<file path="config.mk">
export PLATFORM = sky130hd
export DESIGN_NAME = sw_merge_bridge
export DESIGN_NICKNAME = d
export VERILOG_FILES = /design/src/rtl/sw_merge_pkg.sv /design/src/rtl/sw_lane_shift.sv /design/src/rtl/sw_class_decode.sv /design/src/rtl/sw_rmw_ctrl.sv /design/src/rtl/sw_merge_bridge.sv
export SDC_FILE = /design/constraint.sdc
export NUM_CORES = 1
export LEC_CHECK = 0
export CAP_MARGIN = 0
export CORE_MARGIN = 4
export CORE_UTILIZATION = 60
export DETAILED_ROUTE_END_ITERATION = 12
export DONT_BUFFER_PORTS = 1
export PLACE_DENSITY = 0.88
export SETUP_SLACK_MARGIN = 0.02
export SYNTH_ARGS = -nofsm -noshare
export SYNTH_HDL_FRONTEND = slang
export SYNTH_HIERARCHICAL = 1
export SYNTH_SLANG_ARGS = --single-unit
</file>
<file path="constraint.sdc">
create_clock -name clk -period 2.6 [get_ports clk]
set_input_delay 0.52 -clock clk [delete_from_list [all_inputs] [get_ports clk]]
set_output_delay 0.52 -clock clk [all_outputs]
set_load 0.005 [all_outputs]
</file>
<file path="src/rtl/sw_merge_pkg.sv">
package sw_merge_pkg;

    localparam int DATA_W    = 32;
    localparam int LANE_W    = 8;
    localparam int SHAMT_W   = $clog2(DATA_W);
    localparam int LANE_IDXW = $clog2(DATA_W / LANE_W);

    localparam logic [DATA_W-1:0] BYTE_FIELD = DATA_W'((1 << LANE_W) - 1);
    localparam logic [DATA_W-1:0] HALF_FIELD = DATA_W'((1 << (2 * LANE_W)) - 1);

    // word-index ranges of the register classes (read-only range starts at 0)
    localparam int RO_LAST     = 2;
    localparam int RW_FIRST    = 4;
    localparam int RW_LAST     = 11;
    localparam int W1C_FIRST   = 12;
    localparam int W1C_LAST    = 13;
    localparam int ALIAS_FIRST = 16;
    localparam int ALIAS_LAST  = 19;

    typedef enum logic [1:0] {
        SZ_BYTE = 2'd0,
        SZ_HALF = 2'd1,
        SZ_WORD = 2'd2,
        SZ_RSVD = 2'd3
    } acc_size_e;

    typedef enum logic [2:0] {
        RC_NONE,
        RC_RO,
        RC_RW,
        RC_W1C,
        RC_ALIAS
    } reg_class_e;

    typedef enum logic {
        ST_IDLE,
        ST_WB
    } mrg_state_e;

    typedef struct packed {
        logic [DATA_W-1:0]  data;   // lane data placed at its position
        logic [DATA_W-1:0]  mask;   // lane bits at their position
        logic [SHAMT_W-1:0] shamt;  // lane offset in bits
        logic               ok;     // legal narrow access
    } lane_t;

    function automatic reg_class_e classify(input int widx);
        if (widx >= 0 && widx <= RO_LAST)                 return RC_RO;
        if (widx >= RW_FIRST && widx <= RW_LAST)          return RC_RW;
        if (widx >= W1C_FIRST && widx <= W1C_LAST)        return RC_W1C;
        if (widx >= ALIAS_FIRST && widx <= ALIAS_LAST)    return RC_ALIAS;
        return RC_NONE;
    endfunction

endpackage

</file>
<file path="src/rtl/sw_lane_shift.sv">
module sw_lane_shift
    import sw_merge_pkg::*;
(
    input  acc_size_e                size,
    input  logic [LANE_IDXW-1:0]     lane,
    input  logic [DATA_W-1:0]        wdata,
    output lane_t                    info
);

    logic [DATA_W-1:0]  field;
    logic [SHAMT_W-1:0] sh;

    always_comb begin
        field = '0;
        info.ok = 1'b0;
        unique case (size)
            SZ_BYTE: begin
                field   = BYTE_FIELD;
                info.ok = 1'b1;
            end
            SZ_HALF: begin
                field   = HALF_FIELD;
                info.ok = ~lane[0];
            end
            default: begin
                field   = '0;
                info.ok = 1'b0;
            end
        endcase
        sh         = SHAMT_W'(lane) << $clog2(LANE_W);
        info.shamt = sh;
        info.mask  = field << sh;
        info.data  = (wdata & field) << sh;
    end

endmodule

</file>
<file path="src/rtl/sw_class_decode.sv">
module sw_class_decode
    import sw_merge_pkg::*;
#(
    parameter int WIDX_W = 6
) (
    input  logic [WIDX_W-1:0] widx,
    output reg_class_e        cls
);

    always_comb cls = classify(int'(widx));

endmodule

</file>
<file path="src/rtl/sw_rmw_ctrl.sv">
module sw_rmw_ctrl
    import sw_merge_pkg::*;
#(
    parameter int WIDX_W = 6
) (
    input  logic                clk,
    input  logic                rst,
    input  logic                up_valid,
    input  logic                up_write,
    input  acc_size_e           up_size,
    input  logic [WIDX_W-1:0]   up_widx,
    input  logic [DATA_W-1:0]   up_wdata,
    input  lane_t               ln,
    input  reg_class_e          cls,
    input  logic [DATA_W-1:0]   dn_rdata,
    output logic                up_ready,
    output logic [DATA_W-1:0]   up_rdata,
    output logic                dn_valid,
    output logic                dn_write,
    output logic [WIDX_W-1:0]   dn_widx,
    output logic [DATA_W-1:0]   dn_wdata
);

    mrg_state_e          state_q, state_d;
    logic [WIDX_W-1:0]   hold_widx_q;
    logic [DATA_W-1:0]   hold_data_q;
    logic                capture;

    always_comb begin
        state_d  = state_q;
        capture  = 1'b0;
        up_ready = 1'b1;
        up_rdata = '0;
        dn_valid = 1'b0;
        dn_write = 1'b0;
        dn_widx  = up_widx;
        dn_wdata = '0;
        unique case (state_q)
            ST_IDLE: begin
                if (up_valid) begin
                    if (up_size == SZ_WORD) begin
                        dn_valid = 1'b1;
                        dn_write = up_write;
                        dn_wdata = up_wdata;
                        up_rdata = dn_rdata;
                    end else if (ln.ok) begin
                        if (!up_write) begin
                            dn_valid = 1'b1;
                            up_rdata = dn_rdata >> ln.shamt;
                        end else begin
                            unique case (cls)
                                RC_RW: begin
                                    dn_valid = 1'b1;
                                    up_ready = 1'b0;
                                    capture  = 1'b1;
                                    state_d  = ST_WB;
                                end
                                RC_W1C, RC_ALIAS: begin
                                    dn_valid = 1'b1;
                                    dn_write = 1'b1;
                                    dn_wdata = ln.data;
                                end
                                default: ;
                            endcase
                        end
                    end
                end
            end
            ST_WB: begin
                dn_valid = 1'b1;
                dn_write = 1'b1;
                dn_widx  = hold_widx_q;
                dn_wdata = hold_data_q;
                state_d  = ST_IDLE;
            end
            default: state_d = ST_IDLE;
        endcase
    end

    always_ff @(posedge clk) begin
        if (rst) begin
            state_q     <= ST_IDLE;
            hold_widx_q <= '0;
            hold_data_q <= '0;
        end else begin
            state_q <= state_d;
            if (capture) begin
                hold_widx_q <= up_widx;
                hold_data_q <= (dn_rdata & ~ln.mask) | ln.data;
            end
        end
    end

endmodule

</file>
<file path="src/rtl/sw_merge_bridge.sv">
module sw_merge_bridge
    import sw_merge_pkg::*;
#(
    parameter int ADDR_W = 8
) (
    input  logic              clk,
    input  logic              rst,
    input  logic              up_valid,
    input  logic              up_write,
    input  logic [1:0]        up_size,
    input  logic [ADDR_W-1:0] up_addr,
    input  logic [31:0]       up_wdata,
    output logic              up_ready,
    output logic [31:0]       up_rdata,
    output logic              dn_valid,
    output logic              dn_write,
    output logic [ADDR_W-1:0] dn_addr,
    output logic [31:0]       dn_wdata,
    input  logic [31:0]       dn_rdata
);

    localparam int WIDX_W = ADDR_W - LANE_IDXW;

    acc_size_e          size_e;
    lane_t              ln;
    reg_class_e         cls;
    logic [WIDX_W-1:0]  dn_widx;

    assign size_e = acc_size_e'(up_size);

    sw_lane_shift u_lane (
        .size  (size_e),
        .lane  (up_addr[LANE_IDXW-1:0]),
        .wdata (up_wdata),
        .info  (ln)
    );

    sw_class_decode #(.WIDX_W(WIDX_W)) u_dec (
        .widx (up_addr[ADDR_W-1:LANE_IDXW]),
        .cls  (cls)
    );

    sw_rmw_ctrl #(.WIDX_W(WIDX_W)) u_ctrl (
        .clk      (clk),
        .rst      (rst),
        .up_valid (up_valid),
        .up_write (up_write),
        .up_size  (size_e),
        .up_widx  (up_addr[ADDR_W-1:LANE_IDXW]),
        .up_wdata (up_wdata),
        .ln       (ln),
        .cls      (cls),
        .dn_rdata (dn_rdata),
        .up_ready (up_ready),
        .up_rdata (up_rdata),
        .dn_valid (dn_valid),
        .dn_write (dn_write),
        .dn_widx  (dn_widx),
        .dn_wdata (dn_wdata)
    );

    assign dn_addr = {dn_widx, {LANE_IDXW{1'b0}}};

endmodule

</file>
Word level (Yosys, flattened, before mapping)
Index checks and enable logic that the tools add are counted.

storage, ports and cells
  register bits after elaboration = 39
  bits of input ports = 78
  output and inout port bits = 75

operators by class
  order comparisons = 7
  eq/ne operators = 5
  shifts and indexed selects = 3
  muxes and demuxes = 57
  bitwise operators = 6
  reduce and logical (&&, ||, !) cells = 6

operators with widths
  operator                                                           number
  two-way mux 32 bit                                                 10
  case mux 32 bit (2 select lines)                                   1
  AND 32 x 16 -> 32 bit                                              1
  AND 32 bit                                                         1
  two-way mux 1 bit                                                  32
  inverter 32 bit                                                    1
  bitwise OR 32 bit                                                  1
  case mux 16 bit (2 select lines)                                   1
  << shifter 16 x 5 -> 32 bit                                        1
  << shifter 32 x 5 -> 32 bit                                        1
  >> shifter 32 x 5 -> 32 bit                                        1
  two-way mux 3 bit                                                  8
  less-or-equal comparator 6 x 4 -> 1 bit, second input constant     2
  case mux 1 bit (2 select lines)                                    4
  == test 3 x 2 -> 1 bit, second input constant                      2
  greater-or-equal comparator 6 x 3 -> 1 bit, second input constant  1
  greater-or-equal comparator 6 x 4 -> 1 bit, second input constant  1
  greater-or-equal comparator 6 x 5 -> 1 bit, second input constant  1
  less-or-equal comparator 6 x 2 -> 1 bit, second input constant     1
  less-or-equal comparator 6 x 5 -> 1 bit, second input constant     1
  two-way mux 6 bit                                                  1
  == test 3 bit, second input constant                               1
  logical AND 1 bit                                                  3
  OR reduction 3 bit                                                 1
  other kinds (5)                                                    6

Depth between registers and ports, before layout
Gate-level depths: netlist (run 1).

  word-level depth = 21
  depth in mapped cells = 9
  mapped depth without buffers = 7

Hierarchy
The synthesis (run 1) kept the hierarchy.

by module, submodules not included
  module           times used  cells each  area an instance (µm²)  sequential area each (µm²)
  sw_rmw_ctrl      1           607         4539.4                  780.7
  sw_lane_shift    1           119         837.1                   0.0
  sw_class_decode  1           7           55.1                    0.0
  sw_merge_bridge  1           3           18.8                    0.0

Worst setup path after synthesis (run 1)
Ideal clock, no wire load.

  path kind = input to output
  start point = input up_addr[2]
  end point = output dn_wdata[10]
  data arrival time = 2.123 ns
  data required time = 2.080 ns
  path slack = -0.043 ns
  stages on the path = 7
  cell sequence = a211o_1 a211oi_2 nand3b_1 a21oi_1 clkbuf_1 a22oi_1 o21ai_0

on the way
  word-level cells in the longest chain between the ends = 18

ends and longest elaborated chain
  element                                                                                                       RTL line               text
  start, declared                                                                                               sw_merge_bridge.sv:11  input logic [ADDR_W-1:0] up_addr,
  greater-or-equal comparator 6 x 5 -> 1 bit / less-or-equal comparator 6 x 5 -> 1 bit (equally long branches)  sw_merge_pkg.sv:51     if (widx >= ALIAS_FIRST && widx <= ALIAS_LAST) return RC_ALIAS;
  logical AND 1 bit                                                                                             sw_merge_pkg.sv:51
  two-way mux 1 bit (2 in series)                                                                               sw_merge_pkg.sv:51
  two-way mux 1 bit                                                                                             sw_merge_pkg.sv:50     if (widx >= W1C_FIRST && widx <= W1C_LAST) return RC_W1C;
  two-way mux 1 bit                                                                                             sw_merge_pkg.sv:49     if (widx >= RW_FIRST && widx <= RW_LAST) return RC_RW;
  two-way mux 3 bit                                                                                             sw_merge_pkg.sv:52     return RC_NONE;
  two-way mux 3 bit                                                                                             sw_merge_pkg.sv:51
  two-way mux 3 bit                                                                                             sw_merge_pkg.sv:50
  (+1 left out)                                                                                                 --
  named net cls[0]                                                                                              sw_merge_bridge.sv:26  reg_class_e cls;
  == test 3 x 2 -> 1 bit / == test 3 bit (equally long branches)                                                sw_rmw_ctrl.sv:51      unique case (cls)
  OR reduction 2 bit *                                                                                          sw_rmw_ctrl.sv:51
  two-way mux 32 bit *                                                                                          sw_rmw_ctrl.sv:51
  two-way mux 32 bit *                                                                                          sw_rmw_ctrl.sv:47      if (!up_write) begin
  two-way mux 32 bit *                                                                                          sw_rmw_ctrl.sv:46      end else if (ln.ok) begin
  two-way mux 32 bit *                                                                                          sw_rmw_ctrl.sv:41      if (up_size == SZ_WORD) begin
  two-way mux 32 bit *                                                                                          sw_rmw_ctrl.sv:40      if (up_valid) begin
  case mux 32 bit (2 select lines) *                                                                            sw_rmw_ctrl.sv:38      unique case (state_q)
  end, declared                                                                                                 sw_merge_bridge.sv:18  output logic [31:0] dn_wdata,

The timed path passes the listed nets; every way through them passes the cells marked *. The select of a mux whose other input is x is not followed.

Worst setup path after layout (run 1)
  start point = input up_addr[0]
  end point = output up_rdata[0]

on the way
  word-level cells in the longest chain between the ends = 6

ends and longest elaborated chain
  element                                                                       RTL line                                text
  >> shifter 32 x 5 -> 32 bit / inverter 1 bit (equally long branches)          sw_rmw_ctrl.sv:49, sw_lane_shift.sv:23
  two-way mux 32 bit / case mux 1 bit (2 select lines) (equally long branches)  sw_rmw_ctrl.sv:47, sw_lane_shift.sv:16
  two-way mux 32 bit *                                                          sw_rmw_ctrl.sv:46
  two-way mux 32 bit *                                                          sw_rmw_ctrl.sv:41
  two-way mux 32 bit *                                                          sw_rmw_ctrl.sv:40
  two-way mux 32 bit *                                                          sw_rmw_ctrl.sv:38
  end, declared                                                                 sw_merge_bridge.sv:14                   output logic [31:0] up_rdata,

Every way passes the cells marked *; elsewhere a longest branch is shown, timed or not.

==> reports/results.tsv, run 1 <==
stage	metric	value	unit
timing	# setup viols final	0	
flow_run	max cap viols	0	
timing	setup ws final	73.2	ps
finish	Area growth syn-to-layout	-1.74	%
timing	Setup Skew	5.72	ps
global_route	vias in the first global route	5538	
power	Psw	0.557	mW
timing	fmax	396	MHz
clocking	CTS tree	yes	
setup_path	kind of critical path	in -> out	
power	Clk pwr share	30.3	%
route	drt total wl	19.7	mm
floorplanning	die height	103	um
synth	post-synthesis cell area	0.00545	sq mm
global_route	initial antenna violation count	0	
placement	Port Buffers	0	
finish	Finished Cell Area	0.00536	sq mm
power	fraction of power spent switching nets	32.7	%
timing	Final Max Tran Viols	0	
synth	synth unique cells	55	
synth	synth cell count leaders	80 x nand2_1, 72 x nor2_1, 71 x nor3_1	
timing	RSZ-0062 raised after global routing	true	
global_route	Tot GR Track Use	35.6	%
synth	mean area per synthesized cell	7.41	sq um
synth	Main synth FF type	dfxtp_1	
route	DR DRC count	0	
power	power per cell area	319	mW/mm^2
timing	Slew HR	58.5	%
timing	Final min period	2530	ps
global_route	largest net degree at the start of global routing	79	
clocking	CTS HTree Levels	2	
setup_path	Max FO, Critical Path	78	
setup_path	WP data required	2080	ps
synth	Synth area leaders	dfxtp_1 14%, mux4_2 9.5%, a22oi_1 7.2%	
synth	Async S/R FF share, synth	0	%
floorplanning	Die X-Extent	103	um
timing	Hold Fails Final Rpt	0	
route	Via density	7.50	
route	drt wl/cell	25.2	um
synth	Gate Count Post-Synth	736	
worst_hold_path	HP Class	in -> reg	
status	status	finished clean	
floorplanning	core area	0.00876	sq mm
power	Internal Pwr Total	1.15	mW
placement	dpl cells	773	
route	antenna viol nets, final	0	
clocking	CTS buffer count	5	
route	initial DRC count	767	
synth	most frequent cell after synthesis	nand2_1	
floorplanning	die area	0.0107	sq mm
synth	Post-synth EDFFs	0	
power	Leakage	1.72	nW
setup_path	CP Launch Type	input pin	
clocking	Root Buffer	clkbuf_8	
clocking	Worst-Skew Late Latency	290	ps
setup_path	critical path capture point type	output port	
floorplanning	io pins	153	
route	1st-pass router iterations	6	
route	routed via count	5865	
global_route	first-pass GRT wire length	29.8	mm
timing	final period utilization	97.2	%
synth	largest area contributor in the netlist	dfxtp_1	
placement	Place WS	22.7	ps
clocking	CTS sink cnt	39	
floorplanning	Initial Util	62.2	%
placement	Post-Place Cell Area	0.00522	sq mm
synth	Seq/Total Area, Yosys	14.3	%
synth	synth warn	6	
finish	fin cells	782	
floorplanning	Rows	34	
power	maximum VDD drop	178	uV
synth	post-synthesis register bit count	39	
setup_path	crit path DAT	2010	ps
power	Combinational Power Share	34.2	%
placement	GP Congestion	1.00	
finish	Final nets	751	
global_route	grt total ovfl	0	
power	part of the power in registers	35.5	%
synth	top cell type's share of synthesized area	14.3	%
finish	Antenna Cells	0	
timing	Worst-Margin Slew	623	ps
clocking	clock transition at the registers of the reported paths	90	ps
clocking	buffer depth of the longest clock path	2	
finish	ratio of cells with drive above 1 in the final layout	15.0	%
placement	post-DP HPWL	14.5	mm
-- critical path: stages --
cell	delay (ps)
a21oi_1	170
nor2b_1	300
nand3_1	170
nor3_2	330
a22oi_1	190
a31oi_1	310
-- path summary, 6_finish.rpt --
check | start | to | slack [ps] | depth (start not counted)
setup / recovery | up_addr[0] | up_rdata[0] | 70 | 6
hold / removal | rst | u_ctrl/hold_widx_q[1] | 290 | 1
setup reg to reg | u_ctrl/state_q | u_ctrl/hold_data_q[28] | 450 | 6
hold reg to reg | u_ctrl/hold_widx_q[1] | u_ctrl/hold_widx_q[1] | 460 | 2
-- routing by layer --
| metal | share of wire, % | vias to the layer above | GRT usage (%) |
|---|---|---|---|
| li1 | - | 2546 | - |
| met1 | 36 | 2700 | 45.6 |
| met2 | 45 | 538 | 56.1 |
| met3 | 15 | 81 | 10.4 |
| met4 | 4.3 | 0 | 14.7 |
| met5 | 0 | - | 0 |
-- state kept, by name, summed over array words and instances, names as in the netlist --
signal              cells
u_ctrl/hold_data_q     32
u_ctrl/hold_widx_q      6
u_ctrl/state_q          1
-- logic make-up after synthesis --
logic type | count (synthesis) | synth area share, %
mux | 76 | 21.3
buf+inv | 107 | 12.0
other cells | 2 | 0.138
simple gates | 327 | 30.7
compound gates | 185 | 21.6
flops | 39 | 14.3
-- power groups by stage --
stage / logic [mW] / registers (mW) / clock network [mW]
floorplan: 0.530 / 0.619 / 0
global placement: 0.538 / 0.619 / 0
detailed placement: 0.548 / 0.620 / 0
CTS: 0.551 / 0.606 / 0.518
global route: 0.622 / 0.606 / 0.547
finish: 0.583 / 0.606 / 0.518
-- through the flow --
stage               hold slack, ps  TNS, ps  power [mW]  utilization (%)
floorplan                      433    -1300        1.15                -
global route                   275   -0.621        1.78             61.1
global placement               434        0        1.16             59.6
detailed placement             443        0        1.17             59.6
CTS                            287        0        1.67             60.8
finish                         295        0        1.71             61.1
-- layout by cell type, fill, tap and decap left out, types with 3 or more instances in the layout --
cell type  synthesis  routed
nand2b_1           9       8
nor2_1            72      72
nor3_1            71      69
nand3b_1          17      17
nor4_1             6       5
o32ai_1            3       3
dfxtp_1           39      39
o22ai_1           10      10
buf_4             39      28
conb_1             2       5
o21ai_0           40      40
mux4_2            23      23
nor2b_1           37      36
mux2_2            25      25
nand2_1           80      80
a32oi_1            5       5
mux2i_1           23      23
a21o_1             3       3
o211ai_1           3       3
clkbuf_8           0       5
inv_1              3       3
and2_1             8       8
a22oi_1           52      51
nand4b_1           8       8
mux4_1             5       5
a21oi_1           50      49
nand3_1            9       9
a31oi_1            4       4
-- cell type report --
class	instances	area [sq um]
multi-input combinational	593	4060
clock inverter	3	43.8
fill	805	3410
clock buffer	5	68.8
tap	108	135
sequential	39	781
inverter	4	15.0
timing repair buffer	30	250
-- repair_timing --
item	4_1_cts	5_1_grt
hold buffers	0	0
setup buffers	0	1
gates resized for setup	0	3
endpoints found under the setup margin	0	35
(Power assumes the default switching activity.)
==> run 2, diff against run 1 <==
--- a/config.mk
+++ b/config.mk
@@ -7,10 +7,11 @@
 export LEC_CHECK = 0
 export CAP_MARGIN = 0
 export CORE_MARGIN = 4
-export CORE_UTILIZATION = 60
+export CORE_UTILIZATION = 65
 export DETAILED_ROUTE_END_ITERATION = 12
 export DONT_BUFFER_PORTS = 1
-export PLACE_DENSITY = 0.88
+export GPL_TIMING_DRIVEN = 0
+export PLACE_DENSITY = 0.9
 export SETUP_SLACK_MARGIN = 0.02
 export SYNTH_ARGS = -nofsm -noshare
 export SYNTH_HDL_FRONTEND = slang
==> constraint.sdc (replaced) <==
create_clock -name clk -period 2.7 [get_ports clk]
set_input_delay 0.54 -clock clk [delete_from_list [all_inputs] [get_ports clk]]
set_output_delay 0.54 -clock clk [all_outputs]
set_load 0.005 [all_outputs]
==> reports/results.tsv, run 2 (synthesis gave the netlist of run 1 again) <==
stage	metric	value	unit	change
power	power per cell area	303	mW/mm^2	was 319 mW/mm^2
timing	# setup viols final	0		unchanged
finish	Top reg by flops	u_ctrl/hold_data_q		unchanged
finish	Area growth syn-to-layout	12.2	%	was -1.74%
setup_path	Reg2Reg Depth	8		was 6
finish	ratio of cells with drive above 1 in the final layout	24.8	%	was 15.0%
route	drt wl/cell	27.1	um	was 25.2 um
route	DR DRC count	0		unchanged
global_route	first-pass GRT wire length	34.7	mm	was 29.8 mm
global_route	Tot GR Track Use	44.9	%	was 35.6%
power	Pwr Total	1.85	mW	was 1.71 mW
worst_hold_path	hold_sp	up_addr[5]		was rst
clocking	Worst-Skew Late Latency	310	ps	was 290 ps
global_route	initial antenna violation count	2		was 0
setup_path	crit path from	u_ctrl/state_q		was up_addr[0]
timing	Setup Skew	2.67	ps	was 5.72 ps
setup_path	R2R setup slack	320	ps	was 450 ps
clocking	CTS buffer count	5		unchanged
placement	dpl cells	844		was 773
timing	fmax	371	MHz	
floorplanning	die area	0.00991	sq mm	was 0.0107 sq mm
finish	max reg flops	32		unchanged
floorplanning	Rows	33		was 34
setup_path	WP data required	2160	ps	was 2080 ps
timing	RSZ-0062 raised after global routing	true		unchanged
placement	GP Congestion	1.07		was 1.00
worst_hold_path	HP Class	in -> reg		unchanged
global_route	largest net degree at the start of global routing	16		was 79
finish	most common cell after layout, fill and taps aside	nand2_1		unchanged
route	1st-pass router iterations	8		was 6
route	routed via count	6678		was 5865
setup_path	critical path capture point type	output port		unchanged
floorplanning	io pins	153		unchanged
floorplanning	Die X-Extent	99.6	um	was 103 um
global_route	vias in the first global route	6190		was 5538
route	antenna viol nets, final	0		unchanged
setup_path	startpoint of the worst register-to-register path	u_ctrl/state_q		unchanged
flow_run	max cap viols	0		unchanged
setup_path	crit path DAT	2160	ps	was 2010 ps
setup_path	Max FO, Critical Path	10		was 78
clocking	cts-stage hold buffer count	0		unchanged
route	drt total wl	23.5	mm	was 19.7 mm
clocking	CTS HTree Levels	2		unchanged
finish	Antenna Cells	0		unchanged
clocking	Root Buffer	clkbuf_8		unchanged
placement	post-DP HPWL	17.2	mm	was 14.5 mm
timing	Hold Fails Final Rpt	0		unchanged
setup_path	CP Launch Type	register		was input pin
setup_path	Critical Path End	up_rdata[14]		was up_rdata[0]
power	Leakage	2.12	nW	was 1.72 nW
finish	most frequent cells in the layout	79 x nand2_1, 71 x nor2_1, 67 x nor3_1		was 80 x nand2_1, 72 x nor2_1, 69 x nor3_1
route	initial DRC count	934		was 767
clocking	clock transition at the registers of the reported paths	90	ps	about the same
timing	Worst-Margin Slew	673	ps	was 623 ps
timing	Slew HR	54.5	%	was 58.5%
setup_path	kind of critical path	reg -> out		was in -> out
finish	Final nets	839		was 751
finish	fin cells	867		was 782
clocking	buffer depth of the longest clock path	2		unchanged
setup_path	Worst R2R End	u_ctrl/hold_data_q[30]		was u_ctrl/hold_data_q[28]
status	status	finished clean		unchanged
finish	largest registers	u_ctrl/hold_data_q x32, u_ctrl/hold_widx_q x6, u_ctrl/state_q x1		unchanged
power	maximum VDD drop	181	uV	was 178 uV
clocking	CTS tree	yes		unchanged
clocking	CTS sink cnt	39		unchanged
timing	Final Max Tran Viols	0		unchanged
global_route	grt total ovfl	0		unchanged
timing	final period utilization	99.9	%	
floorplanning	Initial Util	66.7	%	was 62.2%
timing	Final min period	2700	ps	
route	Via density	7.70		was 7.50
floorplanning	core area	0.00818	sq mm	was 0.00876 sq mm
floorplanning	die height	99.6	um	was 103 um
placement	Port Buffers	0		unchanged
run 2: changes by cell type in the layout (fill, tap and decap cells not counted), sizes merged:
cell    delta
buf       +52
clkbuf    +36
run 2: cell type report:
type | instances | area (sq um)
Tap cell | 105 | 131
Multi-Input combinational cell | 593 | 4260
Fill cell | 611 | 2060
Clock inverter | 3 | 43.8
Buffer | 102 | 679
Timing Repair Buffer | 16 | 134
Clock buffer | 5 | 68.8
Sequential cell | 39 | 781
Inverter | 4 | 15.0
run 2: how the worst min path moves through the flow:
stage,to,slack [ps],cells past startpoint
finish,u_ctrl/hold_widx_q[3],370,2
floorplan,u_ctrl/hold_widx_q[0],430,2
CTS,u_ctrl/hold_widx_q[3],360,2
global placement,u_ctrl/hold_widx_q[1],440,2
global route,u_ctrl/hold_widx_q[3],360,2
detailed placement,u_ctrl/hold_widx_q[4],450,2
run 2: what timing repair did:
item | 4_1_cts | 5_1_grt
pin swaps | 6 | 7
buffers inserted | 10 | 3
endpoints found under the setup margin | 65 | 63
cloned | 0 | 3
gates resized for setup | 77 | 37
hold endpoints to repair | 0 | 0
run 2: layer usage:
metal / track usage, % / up-vias / wire length [um]
met1: 53.1 / 3014 / 7730
met5: 0 / - / 20
li1: - / 2732 / -
met2: 70.6 / 731 / 10100
met3: 12.8 / 199 / 3470
met4: 30.4 / 2 / 2140
run 2: per-stage QoR:
step | utilization, % | worst slack, ps | hold WS, ps | setup TNS [ps] | cell area [sq um]
global route | 74.8 | -32.6 | 364 | -340 | 6110
CTS | 73.4 | -36.3 | 362 | -36.3 | 6000
floorplan | - | 16.8 | 433 | 0 | 5460
detailed placement | 68.4 | -742 | 447 | -34300 | 5590
global placement | 68.4 | -772 | 440 | -32350 | 5590
finish | 74.8 | 1.82 | 366 | 0 | 6110
run 2: critical path, stage by stage, from the launching register on:
cell      delay, ps
dfxtp_1         340
clkbuf_1        320
nand2b_1        170
buf_2           240
clkbuf_1        490
o22ai_1         280
run 2: power by group:
group / switching, mW / total, mW / internal, mW
registers: 0.00292 / 0.583 / 0.580
logic: 0.426 / 0.744 / 0.318
clock network: 0.249 / 0.524 / 0.276
==> run 3, diff against run 2 <==
--- a/config.mk
+++ b/config.mk
@@ -7,11 +7,11 @@
 export LEC_CHECK = 0
 export CAP_MARGIN = 0
 export CORE_MARGIN = 4
-export CORE_UTILIZATION = 65
+export CORE_UTILIZATION = 50
 export DETAILED_ROUTE_END_ITERATION = 12
 export DONT_BUFFER_PORTS = 1
 export GPL_TIMING_DRIVEN = 0
-export PLACE_DENSITY = 0.9
+export PLACE_DENSITY = 0.74
 export SETUP_SLACK_MARGIN = 0.02
 export SYNTH_ARGS = -nofsm -noshare
 export SYNTH_HDL_FRONTEND = slang
==> reports/results.tsv, run 3 (synthesis gave the netlist of run 1 again) <==
stage	metric	value	unit	change
finish	fillers	1004		was 611
global_route	Tot GR Track Use	37.2	%	was 44.9%
power	Combinational Power Share	42.7	%	was 40.2%
floorplanning	die area	0.0126	sq mm	was 0.00991 sq mm
finish	Final Core Density	58.3	%	was 74.8%
floorplanning	die height	112	um	was 99.6 um
global_route	first-pass GRT wire length	36.6	mm	was 34.7 mm
setup_path	crit path DAT	2120	ps	was 2160 ps
floorplanning	core area	0.0105	sq mm	was 0.00818 sq mm
global_route	vias in the first global route	6198		was 6190
route	1st-pass router iterations	5		was 8
clocking	Root Buffer	clkbuf_8		unchanged
timing	Slew HR	57.1	%	was 54.5%
clocking	CTS buffer count	5		unchanged
route	antenna viol nets, final	0		unchanged
finish	Final nets	836		was 839
setup_path	startpoint of the worst register-to-register path	u_ctrl/state_q		unchanged
power	fraction of power spent switching nets	37.8	%	was 36.6%
flow_run	max cap viols	0		unchanged
route	routed via count	6248		was 6678
finish	Area growth syn-to-layout	11.9	%	was 12.2%
placement	post-DP HPWL	18.9	mm	was 17.2 mm
power	part of the power in registers	33.6	%	was 31.5%
clocking	CTS tree	yes		unchanged
floorplanning	Initial Util	52.1	%	was 66.7%
global_route	grt total ovfl	0		unchanged
power	Clk pwr share	23.7	%	was 28.3%
clocking	clock transition at the registers of the reported paths	80	ps	was 90 ps
global_route	largest net degree at the start of global routing	16		unchanged
timing	Hold Fails Final Rpt	0		unchanged
clocking	CTS HTree Levels	2		unchanged
power	power per cell area	285	mW/mm^2	was 303 mW/mm^2
floorplanning	io pins	153		unchanged
power	maximum VDD drop	328	uV	was 181 uV
setup_path	Max FO, Critical Path	10		unchanged
finish	Antenna Cells	0		unchanged
setup_path	R2R setup slack	580	ps	was 320 ps
route	DR DRC count	0		unchanged
timing	Final Max Tran Viols	0		unchanged
route	Via density	6.98		was 7.70
route	drt wl/cell	27.4	um	was 27.1 um
placement	Place WS	-925	ps	was -742 ps
finish	ratio of cells with drive above 1 in the final layout	24.0	%	was 24.8%
status	status	finished clean		unchanged
setup_path	CP Launch Type	input pin		was register
timing	# setup viols final	0		unchanged
finish	Top reg by flops	u_ctrl/hold_data_q		unchanged
setup_path	crit path from	up_addr[0]		was u_ctrl/state_q
finish	most common cell after layout, fill and taps aside	nand2_1		unchanged
power	Internal Pwr Total	1.08	mW	was 1.17 mW
floorplanning	Die X-Extent	112	um	was 99.6 um
worst_hold_path	hold_sp	up_addr[3]		was up_addr[5]
route	drt total wl	24.5	mm	was 23.5 mm
setup_path	kind of critical path	in -> out		was reg -> out
floorplanning	Rows	37		was 33
finish	most frequent cells in the layout	80 x nand2_1, 72 x nor2_1, 67 x nor3_1		was 79 x nand2_1, 71 x nor2_1, 67 x nor3_1
timing	Final min period	2660	ps	was 2700 ps
power	Leakage	2.09	nW	was 2.12 nW
placement	GP Congestion	1.03		was 1.07
finish	largest registers	u_ctrl/hold_data_q x32, u_ctrl/hold_widx_q x6, u_ctrl/state_q x1		unchanged
timing	Setup Skew	3.31	ps	was 2.67 ps
clocking	buffer depth of the longest clock path	2		unchanged
setup_path	critical path capture point type	output port		unchanged
clocking	Worst-Skew Late Latency	300	ps	was 310 ps
timing	setup ws final	43.2	ps	was 1.82 ps
placement	Port Buffers	0		unchanged
clocking	CTS sink cnt	39		unchanged
setup_path	WP data required	2160	ps	about the same
timing	RSZ-0062 raised after global routing	true		unchanged
power	Psw	0.657	mW	was 0.677 mW
route	initial DRC count	749		was 934
power	Pwr Total	1.74	mW	was 1.85 mW
finish	max reg flops	32		unchanged
global_route	initial antenna violation count	0		was 2
timing	final period utilization	98.4	%	was 99.9%
timing	total negative slack	0	ps	unchanged
timing	Worst-Margin Slew	641	ps	was 673 ps
timing	fmax	376	MHz	was 371 MHz
worst_hold_path	HP Class	in -> reg		unchanged
-- run 3: changes by cell type in the layout (fill, tap and decap cells not counted), sizes merged --
| cell | before | now |
|---|---|---|
| clkbuf | 41 | 40 |
| bufinv | 1 | 0 |
| buf | 82 | 80 |
| clkinvlp | 0 | 3 |
| clkinv | 3 | 1 |
-- run 3: layout make-up --
| type | count | area [sq um] | area share (%) |
|---|---|---|---|
| Clock buffer | 5 | 68.8 | 1.13 |
| Clock inverter | 3 | 20.0 | 0.328 |
| Inverter | 4 | 18.8 | 0.308 |
| Sequential cell | 39 | 781 | 12.8 |
| Multi-Input combinational cell | 593 | 4250 | 69.7 |
| Timing Repair Buffer | 13 | 110 | 1.81 |
| Buffer | 102 | 679 | 11.1 |
| Tap cell | 136 | 170 | 2.79 |
-- run 3: worst max-delay path: stages --
cell and delay (ps):
buf_6 120, buf_6 150, a21oi_4 180, nor2b_4 230, nand3_1 240, nor3_2 270, a22oi_1 100, o22ai_1 280
-- run 3: power by group through the flow --
stage / combinational, mW / sequential (mW) / clock, mW
after floorplan: 0.510 / 0.596 / 0
after global placement: 0.637 / 0.596 / 0
after detailed placement: 0.643 / 0.596 / 0
after CTS: 0.678 / 0.583 / 0.412
after global routing: 0.781 / 0.584 / 0.436
final: 0.742 / 0.583 / 0.412
-- run 3: path summary, 6_finish.rpt --
kind              depth (start not counted)                endpoint
hold reg to reg                           2   u_ctrl/hold_widx_q[1]
setup reg to reg                          7  u_ctrl/hold_data_q[14]
hold / removal                            2   u_ctrl/hold_widx_q[1]
setup / recovery                          8            up_rdata[14]
-- run 3: through the flow --
stage               hold WS [ps]  cells  area (sq um)
floorplan                    433    739          5460
global placement             440    875          5630
detailed placement           453    875          5630
CTS                          364    891          5990
global route                 374    895          6100
finish                       367    895          6100
-- run 3: what timing repair did --
action,4_1_cts,5_1_grt
setup buffers,8,5
hold buffers,0,0
resized for setup,67,34
setup endpoints to repair,65,61
pin swaps,3,6
-- run 3: per-layer routing --
| metal | GRT usage, % | part of all wire (%) | vias up | wire (um) |
|---|---|---|---|---|
| met5 | 0 | 0 | - | 0 |
| met4 | 20.4 | 5.7 | 0 | 1400 |
| met3 | 12.5 | 12 | 99 | 3040 |
| met2 | 60.1 | 46 | 467 | 11300 |
| met1 | 43.5 | 36 | 2960 | 8760 |
| li1 | - | - | 2722 | - |
